**config.mk**
```make
export PLATFORM = sky130hd
export DESIGN_NAME = gpio_rmw_port
export DESIGN_NICKNAME = d
export VERILOG_FILES = /design/src/rtl/gpio_port_pkg.sv /design/src/rtl/gpio_pin_sync.sv /design/src/rtl/gpio_pad_mux.sv /design/src/rtl/gpio_port_regs.sv /design/src/rtl/gpio_rmw_port.sv
export SDC_FILE = /design/constraint.sdc
export NUM_CORES = 1
export LEC_CHECK = 0
export ABC_AREA = 1
export BUFFER_PORTS_ARGS = -buffer_cell sky130_fd_sc_hd__buf_2
export CAP_MARGIN = 20
export CORE_ASPECT_RATIO = 0.7
export CORE_UTILIZATION = 50
export DETAILED_ROUTE_END_ITERATION = 6
export GPL_TIMING_DRIVEN = 0
export PLACE_DENSITY = 0.85
export SYNTH_ARGS = -nofsm -noshare
export SYNTH_HDL_FRONTEND = slang
export SYNTH_SLANG_ARGS = --single-unit
```
**constraint.sdc**
```tcl
create_clock -name clk -period 2.7 [get_ports clk]
set_clock_uncertainty 0.05 [all_clocks]
set_input_delay 0.135 -clock clk [delete_from_list [all_inputs] [get_ports clk]]
set_output_delay 0.135 -clock clk [all_outputs]
set_load 0.01 [all_outputs]
```
**src/rtl/gpio_port_pkg.sv**
```systemverilog
package gpio_port_pkg;

   typedef enum logic [1:0] {
      SEL_DATA = 2'd0,
      SEL_DIR  = 2'd1,
      SEL_ALT  = 2'd2,
      SEL_NONE = 2'd3
   } gpio_sel_e;

   // Replace the bits under mask with the requested value.
   function automatic logic [7:0] put_bit8(input logic [7:0] base,
                                           input logic [7:0] mask,
                                           input logic       val);
      return (base & ~mask) | (val ? mask : 8'h00);
   endfunction

endpackage

```
**src/rtl/gpio_pin_sync.sv**
```systemverilog
module gpio_pin_sync #(
   parameter int WIDTH  = 8,
   parameter int STAGES = 2
) (
   input  logic             clk,
   input  logic             rst_n,
   input  logic [WIDTH-1:0] pad_i,
   output logic [WIDTH-1:0] pad_sync_o
);

   if (STAGES < 2) begin : g_bad_stages
      $error("gpio_pin_sync: STAGES must be at least 2");
   end
   if (WIDTH < 1) begin : g_bad_width
      $error("gpio_pin_sync: WIDTH must be positive");
   end

   logic [WIDTH-1:0] chain_q [STAGES];

   for (genvar s = 0; s < STAGES; s++) begin : g_stage
      if (s == 0) begin : g_first
         always_ff @(posedge clk or negedge rst_n) begin
            if (!rst_n) chain_q[s] <= '0;
            else        chain_q[s] <= pad_i;
         end
      end else begin : g_next
         always_ff @(posedge clk or negedge rst_n) begin
            if (!rst_n) chain_q[s] <= '0;
            else        chain_q[s] <= chain_q[s-1];
         end
      end
   end

   assign pad_sync_o = chain_q[STAGES-1];

endmodule

```
**src/rtl/gpio_pad_mux.sv**
```systemverilog
module gpio_pad_mux #(
   parameter int WIDTH = 8
) (
   input  logic             clk,
   input  logic             rst_n,
   input  logic [WIDTH-1:0] latch_i,
   input  logic [WIDTH-1:0] dir_i,
   input  logic [WIDTH-1:0] alt_en_i,
   input  logic [WIDTH-1:0] alt_out_i,
   input  logic [WIDTH-1:0] alt_oe_i,
   input  logic [WIDTH-1:0] pad_sync_i,
   output logic [WIDTH-1:0] pad_out_o,
   output logic [WIDTH-1:0] pad_oe_o,
   output logic [WIDTH-1:0] view_o
);

   for (genvar i = 0; i < WIDTH; i++) begin : g_bit
      logic drive_latch;
      assign drive_latch  = dir_i[i] & ~alt_en_i[i];
      assign pad_out_o[i] = alt_en_i[i] ? alt_out_i[i] : latch_i[i];
      assign pad_oe_o[i]  = alt_en_i[i] ? alt_oe_i[i]  : dir_i[i];
      assign view_o[i]    = drive_latch ? latch_i[i]   : pad_sync_i[i];

      AST_INPUT_FLOATS: assert property (@(posedge clk) disable iff (!rst_n)
         (!dir_i[i] && !alt_en_i[i]) |-> (!pad_oe_o[i] && view_o[i] == pad_sync_i[i]))
         else $error("input pin driven or wrong view");
      AST_ALT_OWNS_PAD: assert property (@(posedge clk) disable iff (!rst_n)
         alt_en_i[i] |-> (pad_oe_o[i] == alt_oe_i[i] && view_o[i] == pad_sync_i[i]))
         else $error("alternate pin not routed");
   end

endmodule

```
**src/rtl/gpio_port_regs.sv**
```systemverilog
module gpio_port_regs
   import gpio_port_pkg::*;
#(
   parameter int WIDTH = 8,
   localparam int IDX_W = $clog2(WIDTH)
) (
   input  logic             clk,
   input  logic             rst_n,
   input  gpio_sel_e        sel_i,
   input  logic             wr_i,
   input  logic [WIDTH-1:0] wdata_i,
   input  logic             bop_i,
   input  logic [IDX_W-1:0] bidx_i,
   input  logic             bval_i,
   input  logic [WIDTH-1:0] view_i,
   output logic [WIDTH-1:0] latch_o,
   output logic [WIDTH-1:0] dir_o,
   output logic [WIDTH-1:0] alt_en_o
);

   if (WIDTH != 8) begin : g_bad_width
      $error("gpio_port_regs: byte-wide port only (WIDTH = 8)");
   end

   logic [WIDTH-1:0] latch_q, dir_q, alt_q;
   logic [WIDTH-1:0] latch_d, dir_d, alt_d;
   logic [WIDTH-1:0] bmask;

   for (genvar i = 0; i < WIDTH; i++) begin : g_mask
      assign bmask[i] = (bidx_i == IDX_W'(i));
   end

   always_comb begin
      latch_d = latch_q;
      dir_d   = dir_q;
      alt_d   = alt_q;
      if (bop_i) begin
         unique case (sel_i)
            SEL_DATA: latch_d = put_bit8(view_i, bmask, bval_i);
            SEL_DIR:  dir_d   = put_bit8(dir_q,  bmask, bval_i);
            SEL_ALT:  alt_d   = put_bit8(alt_q,  bmask, bval_i);
            default:  ;
         endcase
      end else if (wr_i) begin
         unique case (sel_i)
            SEL_DATA: latch_d = wdata_i;
            SEL_DIR:  dir_d   = wdata_i;
            SEL_ALT:  alt_d   = wdata_i;
            default:  ;
         endcase
      end
   end

   always_ff @(posedge clk or negedge rst_n) begin
      if (!rst_n) begin
         latch_q <= '0;
         dir_q   <= '0;
         alt_q   <= '0;
      end else begin
         latch_q <= latch_d;
         dir_q   <= dir_d;
         alt_q   <= alt_d;
      end
   end

   assign latch_o  = latch_q;
   assign dir_o    = dir_q;
   assign alt_en_o = alt_q;

   AST_BYTE_WRITE_LANDS: assert property (@(posedge clk) disable iff (!rst_n)
      (wr_i && !bop_i && sel_i == SEL_DATA) |=> latch_q == $past(wdata_i))
      else $error("byte write lost");
   AST_LATCH_HOLDS: assert property (@(posedge clk) disable iff (!rst_n)
      !((wr_i || bop_i) && sel_i == SEL_DATA) |=> $stable(latch_q))
      else $error("latch changed without access");
   AST_RMW_TARGET_EXACT: assert property (@(posedge clk) disable iff (!rst_n)
      (bop_i && sel_i == SEL_DATA) |=> latch_q[$past(bidx_i)] == $past(bval_i))
      else $error("addressed bit wrong");
   AST_BITOP_WINS: assert property (@(posedge clk) disable iff (!rst_n)
      (bop_i && wr_i && sel_i == SEL_DIR) |=> $countones(dir_q ^ $past(dir_q)) <= 1)
      else $error("byte write not suppressed");
   AST_NONE_SEL_INERT: assert property (@(posedge clk) disable iff (!rst_n)
      ((wr_i || bop_i) && sel_i == SEL_NONE) |=> ($stable(dir_q) && $stable(alt_q)))
      else $error("unmapped select modified state");

endmodule

```
**src/rtl/gpio_rmw_port.sv**
```systemverilog
module gpio_rmw_port
   import gpio_port_pkg::*;
#(
   parameter int WIDTH       = 8,
   parameter int SYNC_STAGES = 2,
   localparam int IDX_W      = $clog2(WIDTH)
) (
   input  logic             clk,
   input  logic             rst_n,
   input  logic [1:0]       bus_sel,
   input  logic             bus_wr,
   input  logic             bus_rd,
   input  logic [WIDTH-1:0] bus_wdata,
   output logic [WIDTH-1:0] bus_rdata,
   input  logic             bit_op,
   input  logic [IDX_W-1:0] bit_idx,
   input  logic             bit_val,
   input  logic [WIDTH-1:0] pin_in,
   output logic [WIDTH-1:0] pin_out,
   output logic [WIDTH-1:0] pin_oe,
   input  logic [WIDTH-1:0] alt_out,
   input  logic [WIDTH-1:0] alt_oe
);

   gpio_sel_e        sel;
   logic [WIDTH-1:0] pad_sync, view, latch_q, dir_q, alt_q;

   assign sel = gpio_sel_e'(bus_sel);

   gpio_pin_sync #(.WIDTH(WIDTH), .STAGES(SYNC_STAGES)) i_sync (
      .clk(clk), .rst_n(rst_n), .pad_i(pin_in), .pad_sync_o(pad_sync)
   );

   gpio_port_regs #(.WIDTH(WIDTH)) i_regs (
      .clk(clk), .rst_n(rst_n), .sel_i(sel), .wr_i(bus_wr), .wdata_i(bus_wdata),
      .bop_i(bit_op), .bidx_i(bit_idx), .bval_i(bit_val), .view_i(view),
      .latch_o(latch_q), .dir_o(dir_q), .alt_en_o(alt_q)
   );

   gpio_pad_mux #(.WIDTH(WIDTH)) i_mux (
      .clk(clk), .rst_n(rst_n), .latch_i(latch_q), .dir_i(dir_q), .alt_en_i(alt_q),
      .alt_out_i(alt_out), .alt_oe_i(alt_oe), .pad_sync_i(pad_sync),
      .pad_out_o(pin_out), .pad_oe_o(pin_oe), .view_o(view)
   );

   always_comb begin
      bus_rdata = '0;
      if (bus_rd) begin
         unique case (sel)
            SEL_DATA: bus_rdata = view;
            SEL_DIR:  bus_rdata = dir_q;
            SEL_ALT:  bus_rdata = alt_q;
            default:  bus_rdata = '0;
         endcase
      end
   end

   for (genvar i = 0; i < WIDTH; i++) begin : g_chk
      AST_DIR_RISE_SHOWS_LATCH: assert property (@(posedge clk) disable iff (!rst_n)
         ($rose(dir_q[i]) && !alt_q[i]) |-> (pin_oe[i] && pin_out[i] == latch_q[i]))
         else $error("latch not exposed on direction change");
      AST_OUTPUT_DRIVES: assert property (@(posedge clk) disable iff (!rst_n)
         (dir_q[i] && !alt_q[i] && bus_rd && sel == SEL_DATA) |-> bus_rdata[i] == pin_out[i])
         else $error("output bit read mismatch");
   end

   AST_RD_IDLE_ZERO: assert property (@(posedge clk) disable iff (!rst_n)
      !bus_rd |-> bus_rdata == '0)
      else $error("read data without strobe");

endmodule

```
==> results of run 1 <==
## final timing paths
kind	start	to	slack, ns	cells after the start
min in group asynchronous	rst_n	i_sync.pad_sync_o[2]$_DFF_PN0_	0.43	2
max	register	bus_rdata[3]	1.01	7
min	bus_wdata[6]	i_regs.latch_o[6]$_DFFE_PN0P_	0.15	5
max reg2reg	register	i_regs.latch_o[3]$_DFFE_PN0P_	1.47	6
max in group asynchronous	rst_n	asynchronous set/reset pin	1.61	2
min reg2reg	i_sync.chain_q[13]$_DFF_PN0_	i_sync.pad_sync_o[5]$_DFF_PN0_	0.30	0
## report_power, final
part	total [mW]	switching [mW]	internal (mW)	leakage [nW]
logic	0.436	0.263	0.173	1.04
registers	0.739	0.0623	0.677	0.478
clock network	0.485	0.211	0.274	0.0552
total	1.66	0.536	1.12	1.57
## per-stage QoR
stage | setup slack, ns | hold slack, ns | cell area [um2] | std cells
global route | 0.870 | 0.163 | 2810 | 459
detailed placement | 1.30 | 0.194 | 2610 | 442
global placement | 1.33 | 0.193 | 2610 | 442
floorplan | 1.56 | -0.211 | 2220 | 325
CTS | 1.01 | 0.145 | 2810 | 459
finish | 1.01 | 0.148 | 2810 | 459
## cells in the mapped netlist, drive strengths merged
| cell | count |
|---|---|
| dfrtp | 40 |
| o21a | 1 |
| a31oi | 3 |
| o22ai | 1 |
| o21ai | 21 |
| nand2 | 130 |
| buf | 4 |
| nor2 | 52 |
| nand3 | 26 |
| a21oi | 9 |
| inv | 38 |
## critical path: cells and delay by family (launching register included)
kind | cells | cell delay [ns]
and+or+nand+nor | 4 | 0.32
buffers and inverters | 2 | 0.26
DFF | 1 | 0.40
AOI/OAI and AO/OA | 1 | 0.23
## what timing repair did
item | in CTS | in global routing
hold buffers | 9 | 0
gates resized for setup | 0 | 0
hold endpoints to repair | 48 | 0
## per-layer routing
layer  global-route usage (%)  share of wire, %
met1                     35.4                47
met2                     38.6                44
met3                     7.72               8.0
met4                     7.77               1.2
met5                        0                 0
## cells by family after synthesis
family,share of synthesized area (%)
AOI/OAI and AO/OA,8.23
DFF,45.1
and+or+nand+nor,38.7
buffers and inverters,7.95
## final cells by class
type | instances | area, um2 | area share (%)
inverter | 38 | 145 | 5.17
multi-input combinational | 243 | 1040 | 37.1
clock inverter | 2 | 35.0 | 1.25
timing repair buffer | 74 | 415 | 14.8
clock buffer | 6 | 72.6 | 2.59
sequential | 40 | 1000 | 35.7
tap | 52 | 65.1 | 2.32
buffer | 4 | 31.3 | 1.11
==> impl_results.md, run 1 <==
* Synth area leader: dfrtp_1
* CTS buffer count at 5
* Synth-to-Final Area Change at 26.5%
* Yosys cell types at 19
* Post-Syn Nets at 368
* CTS H-tree depth at 2
* # IOs at 67
* Most frequent cells in the layout: nand2_1, buf_2, nor2_1, dfrtp_1, inv_1
* Fmax at 591 MHz
* Syn avg cell area at 6.83 um2
* Min cycle time layout at 1.69 ns
* Crit share post-route at 62.7%
* Vias in the first global route at 2032
* Routed WL per cell at 11.8 um
* Filler cell count at 360
* First-pass GRT wire length at 8.87 mm
* Core region area at 4090 um2
* Mapped Cells at 325
* Fraction of layout cells with a size suffix above 1 at 21.4%
* Rows at 19
* #FFs+latches synth at 40
* CTS Root Cell: clkbuf_8
* Final ANT Viol Nets at 0
* Status: finished clean
* Kind of critical path: reg2out
* RSZ-0062 raised after global routing: no
* DRT Pass-1 Iters at 5
* Max clock buf depth at 2
* Via count at 2307
* Final Hold Vio Count at 0
* Overflow after GRT at 0
* Mapped Area at 2220 um2
* Register area share after synthesis at 45.1%
* CTS tree: yes
* # diodes at 0
* Worst Path Max Fanout at 4
* Slowest cell delay on critical path at 0.40 ns
* Nets at 449
* Final Setup Violations at 0
* Total chip power at 1.66 mW
* Peak VDD IR at 474 uV
* Setup TNS at 0 ns
* Crit path DAT at 1.51 ns
* Chip Height at 57.7 um
* Worst-Margin Slew at 0.881 ns
* Clock slew at reported path FFs at 0.08 ns
* Relative slew slack at 41.2%
* Initial antenna violation count at 0
* DR iter-0 viols at 182
* DRT Wirelength at 5.42 mm
* Post-CTS Setup Bufs at 0
* Commonest non-fill, non-tap cell in the layout: nand2_1
* DIE WIDTH at 81.6 um
* Fin util at 68.6%
* Tot GR Track Use at 25.5%
* Largest net degree at the start of global routing at 41
* Data required, critical path at 2.52 ns
* Leak pwr at 1.57 nW
* Post-synth top area share at 45.1%
* Detail Placement HPWL at 3.96 mm
* Pwr Density at 592 nW/um2
* Hold/Removal Path Class: in2reg
* Die area at 4710 um2
* Most area-consuming cells after synthesis: dfrtp_1, nand2_1, nor2_1
* CP startpoint kind: register
* Via density at 5.03
* CP Cell Sequence: inv_1 -> nand2_1 -> o21ai_0 -> nor2_1 -> nor2_1 -> nor2_1 -> buf_2
* Port Buf Inserts at 65
* Max_cap viols at 0
* Clk_lat worst skew at 0.30 ns
* Max-slew violation count at 0
* Highest-delay cell along the critical path: dfrtp_1
* Crit path capture type: output pin
* Initial core utilization at 54.3%
* YS warnings at 0
* Clock sink count at 40
* GP Congestion at 0.942
* CP most frequent cell: nor2_1
* # DRC at 0
No activity file was read; power rests on OpenSTA's default activity.
==> run 2, diff against run 1 <==
- ABC_AREA: 1 -> 0
- clock period: 2.7 -> 1.6 ns (I/O delays scaled with it)
==> impl_results.md, run 2 <==
* Worst-Margin Slew at 0.876 ns
* Clk_lat worst skew at 0.30 ns
* Core region area at 4350 um2
* EDFF count, synth at 0
* YS warnings at 0
* Max clock buf depth at 2
* Relative slew slack at 41.6%
* Vias in the first global route at 2112
* Fmax at 645 MHz
* Share of power burned in registers at 40.9%
* Most used DFF post-synth: dfrtp_1
* Via density at 5.54
* GP Congestion at 0.815
* Kind of critical path: reg2out
* Fraction of layout cells with a size suffix above 1 at 39.5%
* Overflow after GRT at 0
* Combinational Power Share at 31.2%
* Rows at 20
* # IOs at 67
* Via count at 2253
* CP most frequent cell: a21oi_1
* Setup TNS at 0 ns
* DRT Pass-1 Iters at 4
* Crit share post-route at 96.9%
* Synth top cells by count: nand2_1, dfrtp_1, nor2_1
* DP Area at 2660 um2
* Worst path depth at 4
* Hold/Removal Path Class: in2reg
* Most frequent cells in the layout: buf_2, nand2_1, dfrtp_1, buf_4, nor2_1
* Tot GR Track Use at 27.5%
* P_sw at 1.01 mW
* CTS buffer count at 5
* FF-to-FF setup slack at 0.47 ns
* CTS H-tree depth at 2
* Synth area leader: dfrtp_1
* First-pass GRT wire length at 9.68 mm
* # diodes at 0
* Int Pwr at 2.13 mW
* Largest net degree at the start of global routing at 41
* Data required, critical path at 1.47 ns
* Final Setup Violations at 0
* Clock power share at 27.9%
* Detail Placement HPWL at 4.00 mm
* Yosys cell types at 36
* Clock sink count at 40
* DIE WIDTH at 82.5 um
* Mapped Cells at 254
* Register area at 1000 um2
* Peak VDD IR at 675 uV
* # DRC at 0
* Most frequent cell after synthesis: nand2_1
* Syn avg cell area at 8.93 um2
* Leak pwr at 1.51 nW
* DRT Wirelength at 6.25 mm
* Status: finished clean
* Mapped Area at 2270 um2
* Crit path capture type: output pin
* Min cycle time layout at 1.55 ns
* Async S/R FF share, synth at 100%
* Worst Path Max Fanout at 6
* Post-synth top area share at 44.2%
* Final Hold Vio Count at 0
* Max-slew violation count at 0
* Total chip power at 3.14 mW
* Most area-consuming cells after synthesis: dfrtp_1, nand2_1, mux2_1
* Commonest non-fill, non-tap cell in the layout: buf_2
* Nets at 394
* Initial antenna violation count at 0
* Post-Syn Nets at 297
* Slowest cell delay on critical path at 0.44 ns
* CP top delay family: compound AO/OA/AOI/OAI gates
* RR Endpoint: i_regs.latch_o[0]$_DFFE_PN0P_
* Synth-to-Final Area Change at 33.6%
* R2R cell count at 4
* Setup crit end: bus_rdata[4]
* Routed WL per cell at 15.3 um
* CP startpoint kind: register
* Final ANT Viol Nets at 0
* Chip Height at 58.3 um
* Clock slew at reported path FFs at 0.08 ns
* Critical path buffers and inverters at 1
* DR iter-0 viols at 189
* Post-route cell area at 3030 um2
* Crit path DAT at 1.42 ns
* Area of the multi-input gates at 1160 um2
* CTS Root Cell: clkbuf_8
* Max_cap viols at 0
* Register area share after synthesis at 44.2%
* Pwr Density at 1040 nW/um2
* CP Cell Sequence: a21oi_1 -> a311o_1 -> a21oi_1 -> buf_2
* Port Buf Inserts at 64
* CTS tree: yes
* #FFs+latches synth at 40
* Die area at 4810 um2
* Sw frac at 32.2%
* Filler cell count at 353
* Highest-delay cell along the critical path: dfrtp_1
* Initial core utilization at 52.1%
## run 2: changes by cell type in the layout (fill, tap and decap cells not counted), moves of 8 or more
cell | previous run | this run
nand2_1 | 129 | 50
buf_4 | 2 | 19
nand3_1 | 25 | 0
a31oi_1 | 3 | 15
nor2_1 | 47 | 17
inv_1 | 34 | 8
a21oi_2 | 0 | 9
nor2_2 | 0 | 8
o21ai_0 | 18 | 8
mux2_1 | 0 | 15
nor2b_1 | 0 | 9
## run 2: timing repair
action | in CTS | in global routing
buffers inserted | 9 | 8
pin swaps | 4 | 11
hold buffers | 9 | 0
resized for setup | 9 | 8
hold endpoints to repair | 48 | 0
setup endpoints to repair | 7 | 8
## run 2: worst register-to-register path, stage by stage (launching register included)
cell and delay [ns]:
dfrtp_1 0.39, buf_4 0.16, nand2b_1 0.17, a31oi_1 0.18, o21ai_1 0.07
## run 2: worst min-delay path by stage
stage               depth (start not counted)    startpoint  slack (ns)                            to
floorplan                                   0         rst_n       -0.27    asynchronous set/reset pin
global placement                            1     pin_in[5]        0.14  i_sync.chain_q[13]$_DFF_PN0_
detailed placement                          1     pin_in[2]        0.14  i_sync.chain_q[10]$_DFF_PN0_
CTS                                         4  bus_wdata[7]        0.19                      register
global route                                4  bus_wdata[7]        0.22                      register
finish                                      4  bus_wdata[7]        0.19                      register
## run 2: cells by family after synthesis
family                 share of synthesized area (%)
AOI/OAI and AO/OA                               22.2
DFF                                             44.2
buffers and inverters                           5.90
muxes                                           8.44
and+or+nand+nor                                 19.3
## run 2: metrics by stage
step	utilization, %	cells	setup WS (ns)	hold slack (ns)
floorplan	-	254	0.301	-0.266
global placement	61.0	373	-0.0758	0.138
detailed placement	61.0	373	-0.114	0.140
CTS	67.7	399	-0.0134	0.185
global route	69.5	407	-0.0230	0.222
finish	69.5	407	0.0492	0.193
## run 2: final cells by class
cell class | count | share of cell area, %
multi-input combinational | 186 | 38.3
buffer | 10 | 2.23
clock inverter | 2 | 1.28
clock buffer | 6 | 2.73
timing repair buffer | 90 | 17.8
sequential | 40 | 33.2
inverter | 18 | 2.23
tap | 55 | 2.27
## run 2: metal layers
metal  GRT usage [%]  vias up  share of wire, %
li1                -     1082                 -
met1            36.5     1057                43
met2            43.6      104                46
met3            7.44       10               9.2
met4            9.77        0               1.2
met5               0        -                 0
## run 2: power by group through the flow
stage	clock (mW)	sequential, mW	combinational, mW
after global placement	0	1.30	0.755
final	0.878	1.28	0.981
after detailed placement	0	1.31	0.775
after global routing	0.945	1.30	1.09
after CTS	0.890	1.27	0.900
after floorplan	0	1.27	0.512
